`config.mk`:
```
export PLATFORM = sky130hd
export DESIGN_NAME = trig_capture_stream
export DESIGN_NICKNAME = d
export VERILOG_FILES = /design/src/rtl/tcs_pkg.sv /design/src/rtl/tcs_trig_gate.sv /design/src/rtl/tcs_burst_pack.sv /design/src/rtl/trig_capture_stream.sv
export SDC_FILE = /design/constraint.sdc
export NUM_CORES = 1
export LEC_CHECK = 0
export ABC_AREA = 1
export CORE_MARGIN = 2
export CORE_UTILIZATION = 33
export CTS_CLUSTER_SIZE = 28
export DETAILED_ROUTE_END_ITERATION = 8
export GPL_ROUTABILITY_DRIVEN = 0
export PLACE_DENSITY_LB_ADDON = 0.1
export SLEW_MARGIN = 20
export SYNTH_ARGS = -nofsm -noshare
export SYNTH_HDL_FRONTEND = slang
export SYNTH_SLANG_ARGS = --single-unit
```
`constraint.sdc`:
```
create_clock -name clk -period 3.8 [get_ports clk]
set_input_delay 0.57 -clock clk [delete_from_list [all_inputs] [get_ports clk]]
set_output_delay 0.57 -clock clk [all_outputs]
set_load 0.05 [all_outputs]
```
`src/rtl/tcs_pkg.sv`:
```
// Package: shared state encoding for the triggered capture stream controller.
// Assumes: the 2-bit encoding is visible to the host on state_o.
package tcs_pkg;
    typedef enum logic [1:0] {
        ST_IDLE = 2'd0,
        ST_FIN  = 2'd1,
        ST_CONT = 2'd2,
        ST_ERR  = 2'd3
    } tcs_state_e;
endpackage

```
`src/rtl/tcs_trig_gate.sv`:
```
// Trigger gate: detects rising edges of the external trigger, holds one
// accepted trigger until the burst engine consumes it, and counts edges
// that arrive while the engine is busy.
// Assumes: ext_trig_i is already synchronous to clk.
module tcs_trig_gate #(
    parameter int MISS_W = 8
) (
    input  logic              clk,
    input  logic              rst_n,
    input  logic              live_i,      // a run is in progress
    input  logic              accept_ok_i, // new bursts still allowed
    input  logic              clear_i,     // start command accepted
    input  logic              arm_i,
    input  logic              ext_trig_i,
    input  logic              trig_reset_i,
    input  logic              busy_i,      // burst engine busy
    input  logic              consume_i,   // burst engine took the trigger
    output logic              pend_o,
    output logic [MISS_W-1:0] missed_o
);
    logic              trig_q;
    logic              pend_q;
    logic [MISS_W-1:0] missed_q;
    logic              rise;
    logic              accept;
    logic              miss;

    assign rise   = ext_trig_i && !trig_q;
    assign accept = live_i && accept_ok_i && arm_i && rise && !busy_i && !pend_q;
    assign miss   = live_i && arm_i && rise && (busy_i || pend_q);

    // Remember the previous trigger level for edge detection.
    always_ff @(posedge clk) begin
        if (!rst_n) trig_q <= 1'b0;
        else        trig_q <= ext_trig_i;
    end

    // Hold an accepted trigger until it is used or discarded.
    always_ff @(posedge clk) begin
        if (!rst_n || !live_i) pend_q <= 1'b0;
        else if (trig_reset_i) pend_q <= 1'b0;
        else if (accept)       pend_q <= 1'b1;
        else if (consume_i)    pend_q <= 1'b0;
    end

    // Count ignored trigger edges, saturating.
    always_ff @(posedge clk) begin
        if (!rst_n || clear_i)            missed_q <= '0;
        else if (miss && missed_q != '1)  missed_q <= missed_q + MISS_W'(1);
    end

    assign pend_o   = pend_q;
    assign missed_o = missed_q;

    a_r4_pend_needs_arm: assert property (@(posedge clk) disable iff (!rst_n)
        $rose(pend_q) |-> $past(arm_i));

    a_r11_missed_step: assert property (@(posedge clk) disable iff (!rst_n)
        (miss && missed_q != '1) |=> (missed_q == $past(missed_q) + MISS_W'(1)));
endmodule

```
`src/rtl/tcs_burst_pack.sv`:
```
// Burst packer: once a trigger is pending, takes BURST_LEN sample pairs and
// writes each pair as two words, channel 0 first, with a channel tag.
// Assumes: adc_valid_i is never high on two consecutive cycles; a strobe
// that arrives while the channel-1 word is still being written is dropped.
module tcs_burst_pack #(
    parameter int DATA_W    = 16,
    parameter int BURST_LEN = 800
) (
    input  logic              clk,
    input  logic              rst_n,
    input  logic              flush_i,    // not in a run: drop all state
    input  logic              start_ok_i, // trigger pending
    input  logic              adc_valid_i,
    input  logic [DATA_W-1:0] adc_ch0_i,
    input  logic [DATA_W-1:0] adc_ch1_i,
    output logic [DATA_W-1:0] word_o,
    output logic              tag_o,
    output logic              wr_o,
    output logic              busy_o,
    output logic              consume_o,
    output logic              end_o
);
    localparam int IDX_W = (BURST_LEN > 1) ? $clog2(BURST_LEN) : 1;
    localparam logic [IDX_W-1:0] LAST_IDX = IDX_W'(BURST_LEN - 1);

    logic              active_q;
    logic              odd_q;
    logic [IDX_W-1:0]  idx_q;
    logic [DATA_W-1:0] hold_q;
    logic [DATA_W-1:0] word_q;
    logic              tag_q;
    logic              wr_q;
    logic              take;
    logic              last;

    assign take = adc_valid_i && !odd_q && (active_q || start_ok_i);
    assign last = take && (idx_q == LAST_IDX);

    // Pair sequencer: write channel 0 on take, channel 1 on the cycle after.
    always_ff @(posedge clk) begin
        if (!rst_n || flush_i) begin
            active_q <= 1'b0;
            odd_q    <= 1'b0;
            idx_q    <= '0;
            hold_q   <= '0;
            word_q   <= '0;
            tag_q    <= 1'b0;
            wr_q     <= 1'b0;
        end else if (take) begin
            word_q   <= adc_ch0_i;
            tag_q    <= 1'b0;
            wr_q     <= 1'b1;
            hold_q   <= adc_ch1_i;
            odd_q    <= 1'b1;
            idx_q    <= last ? '0 : idx_q + IDX_W'(1);
            active_q <= !last;
        end else if (odd_q) begin
            word_q   <= hold_q;
            tag_q    <= 1'b1;
            wr_q     <= 1'b1;
            odd_q    <= 1'b0;
        end else begin
            wr_q     <= 1'b0;
        end
    end

    assign word_o    = word_q;
    assign tag_o     = tag_q;
    assign wr_o      = wr_q;
    assign busy_o    = active_q || odd_q;
    assign consume_o = take && !active_q;
    assign end_o     = last;

    a_r5_idx_in_range: assert property (@(posedge clk) disable iff (!rst_n)
        active_q |-> (idx_q <= LAST_IDX));

    a_r5_ch1_follows: assert property (@(posedge clk) disable iff (!rst_n)
        (odd_q && !flush_i) |=> (wr_q && tag_q));
endmodule

```
`src/rtl/trig_capture_stream.sv`:
```
// Triggered capture stream controller: run-mode state machine (idle, finite,
// continuous, error), burst counting, stop at frame boundaries and FIFO
// error detection around the trigger gate and burst packer.
// Assumes: all inputs are synchronous to clk; host commands are pulses.
module trig_capture_stream
    import tcs_pkg::*;
#(
    parameter int DATA_W    = 16,
    parameter int BURST_LEN = 800,
    parameter int CNT_W     = 16,
    parameter int MISS_W    = 8
) (
    input  logic              clk,
    input  logic              rst_n,
    input  logic              start_finite_i,
    input  logic              start_cont_i,
    input  logic              stop_i,
    input  logic [CNT_W-1:0]  total_bursts_i,
    input  logic              arm_i,
    input  logic              trig_reset_i,
    input  logic              err_clear_i,
    input  logic              ext_trig_i,
    input  logic              adc_valid_i,
    input  logic [DATA_W-1:0] adc_ch0_i,
    input  logic [DATA_W-1:0] adc_ch1_i,
    input  logic              fifo_full_i,
    input  logic              fifo_empty_i,
    input  logic              fifo_rd_i,
    output logic [DATA_W-1:0] out_data_o,
    output logic              out_tag_o,
    output logic              out_valid_o,
    output logic [1:0]        state_o,
    output logic [MISS_W-1:0] missed_o
);
    tcs_state_e       state_q, state_d;
    logic [CNT_W-1:0] left_q;
    logic             stop_q;
    logic             live;
    logic             accept_ok;
    logic             start_cmd;
    logic             pend;
    logic             busy;
    logic             consume;
    logic             burst_end;
    logic             wr;
    logic             quiet;
    logic             ovf;
    logic             unf;

    assign live      = (state_q == ST_FIN) || (state_q == ST_CONT);
    assign accept_ok = !stop_q && !((state_q == ST_FIN) && (left_q == '0));
    assign start_cmd = (state_q == ST_IDLE) && !err_clear_i &&
                       ((start_finite_i && total_bursts_i != '0) || start_cont_i);
    assign quiet     = !pend && !busy;
    assign out_valid_o = wr && live;
    assign ovf       = out_valid_o && fifo_full_i;
    assign unf       = (state_q == ST_CONT) && fifo_rd_i && fifo_empty_i;

    tcs_trig_gate #(.MISS_W(MISS_W)) u_gate (
        .clk          (clk),
        .rst_n        (rst_n),
        .live_i       (live),
        .accept_ok_i  (accept_ok),
        .clear_i      (start_cmd),
        .arm_i        (arm_i),
        .ext_trig_i   (ext_trig_i),
        .trig_reset_i (trig_reset_i),
        .busy_i       (busy),
        .consume_i    (consume),
        .pend_o       (pend),
        .missed_o     (missed_o)
    );

    tcs_burst_pack #(.DATA_W(DATA_W), .BURST_LEN(BURST_LEN)) u_pack (
        .clk         (clk),
        .rst_n       (rst_n),
        .flush_i     (!live),
        .start_ok_i  (pend),
        .adc_valid_i (adc_valid_i),
        .adc_ch0_i   (adc_ch0_i),
        .adc_ch1_i   (adc_ch1_i),
        .word_o      (out_data_o),
        .tag_o       (out_tag_o),
        .wr_o        (wr),
        .busy_o      (busy),
        .consume_o   (consume),
        .end_o       (burst_end)
    );

    // Next-state logic of the run-mode machine.
    always_comb begin
        state_d = state_q;
        if (err_clear_i) begin
            state_d = ST_IDLE;
        end else begin
            case (state_q)
                ST_IDLE: begin
                    if (start_finite_i && total_bursts_i != '0) state_d = ST_FIN;
                    else if (start_cont_i)                      state_d = ST_CONT;
                end
                ST_FIN, ST_CONT: begin
                    if (ovf || unf)
                        state_d = ST_ERR;
                    else if (quiet && (stop_q || (state_q == ST_FIN && left_q == '0)))
                        state_d = ST_IDLE;
                end
                default: state_d = ST_ERR;
            endcase
        end
    end

    // State register.
    always_ff @(posedge clk) begin
        if (!rst_n) state_q <= ST_IDLE;
        else        state_q <= state_d;
    end

    // Remaining bursts of a finite run.
    always_ff @(posedge clk) begin
        if (!rst_n)                                left_q <= '0;
        else if (start_cmd && start_finite_i)      left_q <= total_bursts_i;
        else if (burst_end && state_q == ST_FIN && left_q != '0)
                                                   left_q <= left_q - CNT_W'(1);
    end

    // Stop request held until the run ends.
    always_ff @(posedge clk) begin
        if (!rst_n || !live) stop_q <= 1'b0;
        else if (stop_i)     stop_q <= 1'b1;
    end

    assign state_o = state_q;

    a_r8_overflow_err: assert property (@(posedge clk) disable iff (!rst_n)
        (out_valid_o && fifo_full_i && !err_clear_i) |=> (state_q == ST_ERR));

    a_r9_underflow_err: assert property (@(posedge clk) disable iff (!rst_n)
        (state_q == ST_CONT && fifo_rd_i && fifo_empty_i && !err_clear_i)
        |=> (state_q == ST_ERR));

    a_r10_err_sticky: assert property (@(posedge clk) disable iff (!rst_n)
        (state_q == ST_ERR && !err_clear_i) |=> (state_q == ST_ERR));

    a_r5_pair_order: assert property (@(posedge clk) disable iff (!rst_n)
        (out_valid_o && !out_tag_o && !ovf && !unf && !err_clear_i)
        |=> (out_valid_o && out_tag_o));
endmodule

```
# Word-level counts from Yosys, hierarchy flattened
# Index checks and enable logic that the tools add are counted.
# word_totals
register_bits	75
input_bits	61
wordCells	98
# op_classes
addsub	3
eq_ne	6
mux	15
n_bitwise	1
n_reduce_logical	60
# op_table
operator	count
$mux W16	4
$reduce_bool A16 Y1	2
$logic_and A1 B1 Y1	28
$logic_not A16 Y1	1
$sub A16 B1 Y16 const B	1
$logic_not A1 Y1	11
$add A10 B1 Y10 const B	1
$eq A10 B10 Y1 const B	1
$mux W10	1
$logic_or A1 B1 Y1	9
$add A8 B1 Y8 const B	1
$mux W2	4
$ne A8 B8 Y1 const B	1
$reduce_or A2 Y1	4
$reduce_bool A2 Y1	3
$mux W1	5
$pmux W2 S2	1
$ne A3 B2 Y1 const B	1
$ne A3 B3 Y1 const B	1
$eq A2 B1 Y1 const B	1
$eq A2 B2 Y1 const B	1
$logic_not A2 Y1	1
$reduce_and A2 Y1	1
$not A1 Y1	1

# Depth between registers and ports, before layout
# logic_depth
depth_word	10
ltp_mapped	13

# Hierarchy
# Synthesis repeated with hierarchy kept, for this count alone.
# unflattened
cells_unflattened	623
hier_area_um2	4205.3
# modules_own_cells
module	instances	cells_per_inst	area_each_um2
tcs_burst_pack	1	241	1888.1
trig_capture_stream	1	283	1690.4
tcs_trig_gate	1	99	626.9

# Worst setup path after synthesis
# No wires, ideal clock.
# synth_timing
kind	reg-to-reg
start	reg state_q[0], in the netlist state_o[0]
end	reg state_q[0], in the netlist state_o[0]
setup_ns	0.117
arrival_ns	2.038
required_time_ns	3.683
path_slack_ns	1.645
path_stages_with_launch	12
path_buffers	0
path_cell_list	dfxtp_1 > inv_1 > ha_1 > nand2_1 > inv_1 > nand2_1 > nand2_1 > a21oi_1 > o21ai_0 > nand3b_1 > nand2_1 > nor2_1
# synth_between
elab_chain_len	7
elab_cells_between_ends	18
# synth_rtl
item	line_no	text
start: declaration	trig_capture_stream.sv:35	tcs_state_e state_q, state_d;
start signal: assignment	trig_capture_stream.sv:115	else state_q <= state_d;
$eq A2 B1 Y1 or $eq A2 B2 Y1 (tied branches)	trig_capture_stream.sv:50	assign live = (state_q == ST_FIN) || (state_q == ST_CONT);
$logic_or A1 B1 Y1 (*)	trig_capture_stream.sv:50	
$logic_and A1 B1 Y1 (*)	trig_capture_stream.sv:55	assign out_valid_o = wr && live;
via out_valid_o	trig_capture_stream.sv:31	output logic out_valid_o,
$logic_and A1 B1 Y1 (*)	trig_capture_stream.sv:56	assign ovf = out_valid_o && fifo_full_i;
$logic_or A1 B1 Y1 (*)	trig_capture_stream.sv:102	if (ovf || unf)
$mux W2 or $ne A3 B3 Y1 (tied branches)	-	
$pmux W2 S2 or $reduce_and A2 Y1 (tied branches)	-	
# Mark *: on every way through the listed nets, which the timed path passes. The rest lies on a longest branch.
# A chain may end at the register's enable or synchronous reset.

# Worst setup path in the final report
# layout_timing
start	reg state_q[0], in the netlist state_o[0]
end	out out_valid_o
# layout_between
elab_chain_len	3
elab_cells_between_ends	4
# layout_rtl
item	line_no
$eq A2 B1 Y1 or $eq A2 B2 Y1 (tied branches)	trig_capture_stream.sv:50
$logic_or A1 B1 Y1 (*)	trig_capture_stream.sv:50
$logic_and A1 B1 Y1 (*)	trig_capture_stream.sv:55
end: declaration	trig_capture_stream.sv:31
# Every way passes the cells marked *; elsewhere a longest branch is shown, timed or not.

==> parameters.txt <==
Parameter                              Value

Global routing
  Largest net degree at the start of global routing    28
  Number of global-route vias before repair    between 3,000 and 4,000
  Global-route wire length before repair    17.83 mm
  GRT Total Usage    roughly 17%
  Antenna violations before repair    0
  Overall overflow remaining after global route    0

Hold path
  Worst Hold Endpoint    u_pack.hold_q[14]$_SDFFE_PP0P_
  Hold Crit Depth    2
  Min-delay src    u_pack.hold_q[14]$_SDFFE_PP0P_
  Worst Hold Class    reg2reg

Synthesis
  Total standard cell area after synthesis    between 3000 and 4000 sq um
  Synth Area in Adders    2.542%
  Library cell with the largest summed area after synthesis    dfxtp_1
  Async SR Flop Fraction    0%
  Synthesized-area fraction occupied by xor and xnor cells    2.892%
  Combinational family with the most area after synthesis    simple AND/OR/NAND/NOR gates
  Number of nets produced by synthesis    about 660
  Unique masters post-synth    34
  FF+latch count, synth    75
  Multiplexer area fraction after synthesis    0%
  Leading post-synthesis cells by cell area    dfxtp_1 (38%), nand2_1 (13%), nor2_1 (12%), inv_1 (5.4%), nand4_1 (3.8%)
  Yosys warning total    0
  Number of synthesized flops with an enable pin    0
  Simple-gate share of the synthesized area    between 40% and 50%
  Most used flip-flop cell after synthesis    dfxtp_1
  Cells after synthesis    between 500 and 600
  Synthesized-area fraction occupied by ao, oa, aoi and oai cells    about 8%
  Sequential element share of the synthesized area    38.13%
  Area fraction of the dominant cell type after synthesis    38.13%
  Mapped Avg Cell Area    ~6.7 sq um

STA
  Final worst-path cycle share    a little under three quarters
  Relative slew margins    55.60%
  Hold Violations, Final    0
  Finish-stage setup viols    0
  RSZ-0062 raised after global routing    false
  TNS Setup    0 ns
  Fin Clk Skew    between 0.007 and 0.008 ns
  Clock period minus final worst setup slack    2.715 ns
  Max-slew violations    0
  Peak clock frequency supported by timing    between 0.3 and 0.4 GHz
  Slew at the pin with the worst max-slew slack    around 0.67 ns

Pwr
  NetSw    570.8 uW
  Reported leakage power    between 0.002 and 0.0025 uW
  Share of power burned in the clock network    42.2%
  Portion of total power attributed to sequential cells    41.3%
  Largest voltage drop on the vdd net    0.0001934 V
  Net switching share of the total power    ~29%
  PnR Total Power    just under 2000 uW
  Combinational power share    between 10% and 20%
  Total power density per cell area    377.2 nW/um^2
  Cell-internal power    about 1400 uW

Critical path
  Kind of start point of the critical path    flip-flop
  Critical path class    reg2out
  Origin of the worst setup path    state_o[0]$_SDFFE_PP0P_
  Reg2Reg Depth    7
  Worst reg2reg path startpoint    state_o[0]$_SDFFE_PP0P_
  CP arrival    about 2.1 ns
  Maximum fanout count along the critical path    5
  Flop2flop setup slack    ~1.5 ns
  Capture point of the worst reg-to-reg path    u_pack.word_o[9]$_SDFFE_PP0P_
  Data required time at the worst endpoint    3.23 ns
  CP endpoint kind    output port

Clocking
  Worst-Skew Late Latency    approximately 0.34 ns
  Setup Fix Bufs, Post-CTS    0
  Quantity of gates resized following cts    0
  Quantity of hold-fixing buffers added after cts    0
  Clock slew seen by the registers of the worst setup and hold paths    0.07 ns
  CTS Buffer Depth    2
  Clock tree root buffer cell    clkbuf_16
  Inserted Clock Buffers    9
  CTS tree    yes
  H-tree Lvls    3
  Number of clock sinks    75

Detailed routing
  Mean number of vias per cell    roughly 4.7
  Length of the first detailed-routing pass in iterations    5
  Met3 wire length    around 570 um
  Routed wire length    ~10 mm
  DRC errors left    0
  Routed vias    around 3,900
  Detailed route wirelength on metal2    4.800 mm
  Mean routed wirelength per cell    around 13 um
  Initial DRC count    about 180
  Max layer used    met4
  Post-DRT Antenna Nets    0
  M1 wire length    between 4 and 5 mm

Final layout
  Number of nets in the finished design    about 740
  Most common cell after layout, fill and taps aside    nand2_1
  Post-route insts no fill    approximately 820
  Number of inserted diodes    0
  Synth-to-Final Area Change    31.84%
  Fill cell instance count of the final layout    between 1,000 and 1,500
  Total non-filler cell area in the finished layout    5191 sq um
  Commonest non-fill, non-tap cells in the layout    nand2_1 (141), nor2_1 (124), clkdlybuf4s50_1 (88)
  Share of layout cells above drive strength 1    between 6 and 7%

Placed design
  Count of input and output buffers    slightly below 90
  Total placed cells including tap cells    799
  Final HPWL from detailed placement    slightly below 8 mm
  Placed Instance Area    between 4000 and 5000 sq um

Floorplan
  Std-Cell Rows    39
  Starting density of the core    34.19%
  Die Y-Extent    approximately 110 um
  DIE AREA    about 13,000 sq um
  Die Width    113.2 um
  Number of placed I/O pins    89
  Core Footprint    about 12,000 sq um

Job
  Max-cap violations    0

Outcome
  Result of the run    finished, final reports clean
critical path, cell delays in order (launching register included):
cell             delay, ns
dfxtp_1               0.41
inv_1                 0.09
ha_1                  0.35
nand2_1               0.07
inv_1                 0.08
clkdlybuf4s50_1       0.81
per-layer routing:
layer	global-route usage (%)	vias up
li1	-	2033
met1	22.51	1744
met2	27.11	80
met3	4.499	13
met4	6.829	0
met5	0	-
sequential cells by signal, indices dropped and copies added (netlist names):
name and cells:
left_q 16, state_o 2, stop_q 1, u_gate.missed_o 8, u_gate.pend_o 1, u_gate.trig_q 1, u_pack.active_q 1, u_pack.hold_q 16
u_pack.idx_q 10, u_pack.odd_q 1, u_pack.tag_o 1, u_pack.word_o 16, u_pack.wr_o 1
per-stage QoR:
step	util [%]	setup slack (ns)	hold WS, ns
2_1_floorplan	-	1.645	0.4379
3_3_place_gp	42.60	1.056	0.4483
3_5_place_dp	42.60	0.9804	0.4606
4_1_cts	45.08	1.044	0.4734
5_1_grt	45.08	0.9409	0.4879
6_report	45.08	1.085	0.4703
worst max path at each step:
stage                                    to  slack (ns)  cells after the start
CTS                             out_valid_o        1.04                      5
floorplan           state_o[0]$_SDFFE_PP0P_        1.64                     11
detailed placement   left_q[4]$_SDFFE_PN0P_        0.98                      8
global placement    left_q[10]$_SDFFE_PN0P_        1.06                      8
finish                          out_valid_o        1.09                      5
global route                    out_valid_o        0.94                      5
area by class of cell:
type                            count  area [sq um]  share of cell area (%)
Clock buffer                        9         225.2                   4.338
Timing Repair Buffer               89         888.4                   17.11
Multi-Input combinational cell    432          2112                   40.68
Sequential cell                    75          1501                   28.92
Inverter                           60         225.2                   4.338
Tap cell                          143         178.9                   3.447
Clock inverter                      7         60.06                   1.157
kinds of logic (layout without fill, tap and decap cells):
family,Yosys count,in the layout
fa+ha+maj,8,8
compound gates,52,52
flops,75,75
xor+xnor,13,13
simple gates,359,359
buf+inv,79,165
power groups by stage:
| stage | logic [uW] | clock network, uW | registers, uW |
|---|---|---|---|
| 3_3_place_gp | 322 | 0 | 827 |
| 2_1_floorplan | 202 | 0 | 831 |
| 5_1_grt | 362 | 892 | 810 |
| 3_5_place_dp | 321 | 0 | 827 |
| 6_report | 323 | 826 | 809 |
| 4_1_cts | 322 | 847 | 809 |
cells in the mapped netlist, drive strengths merged (9+ instances only):
library cell  instances
nand3                32
nand2               146
nor2                142
nor3                  9
o221ai                9
nand4                24
o21ai                15
clkbuf               11
xor2                 11
dfxtp                75
inv                  59
a21oi                18
(Power assumes the default switching activity.)
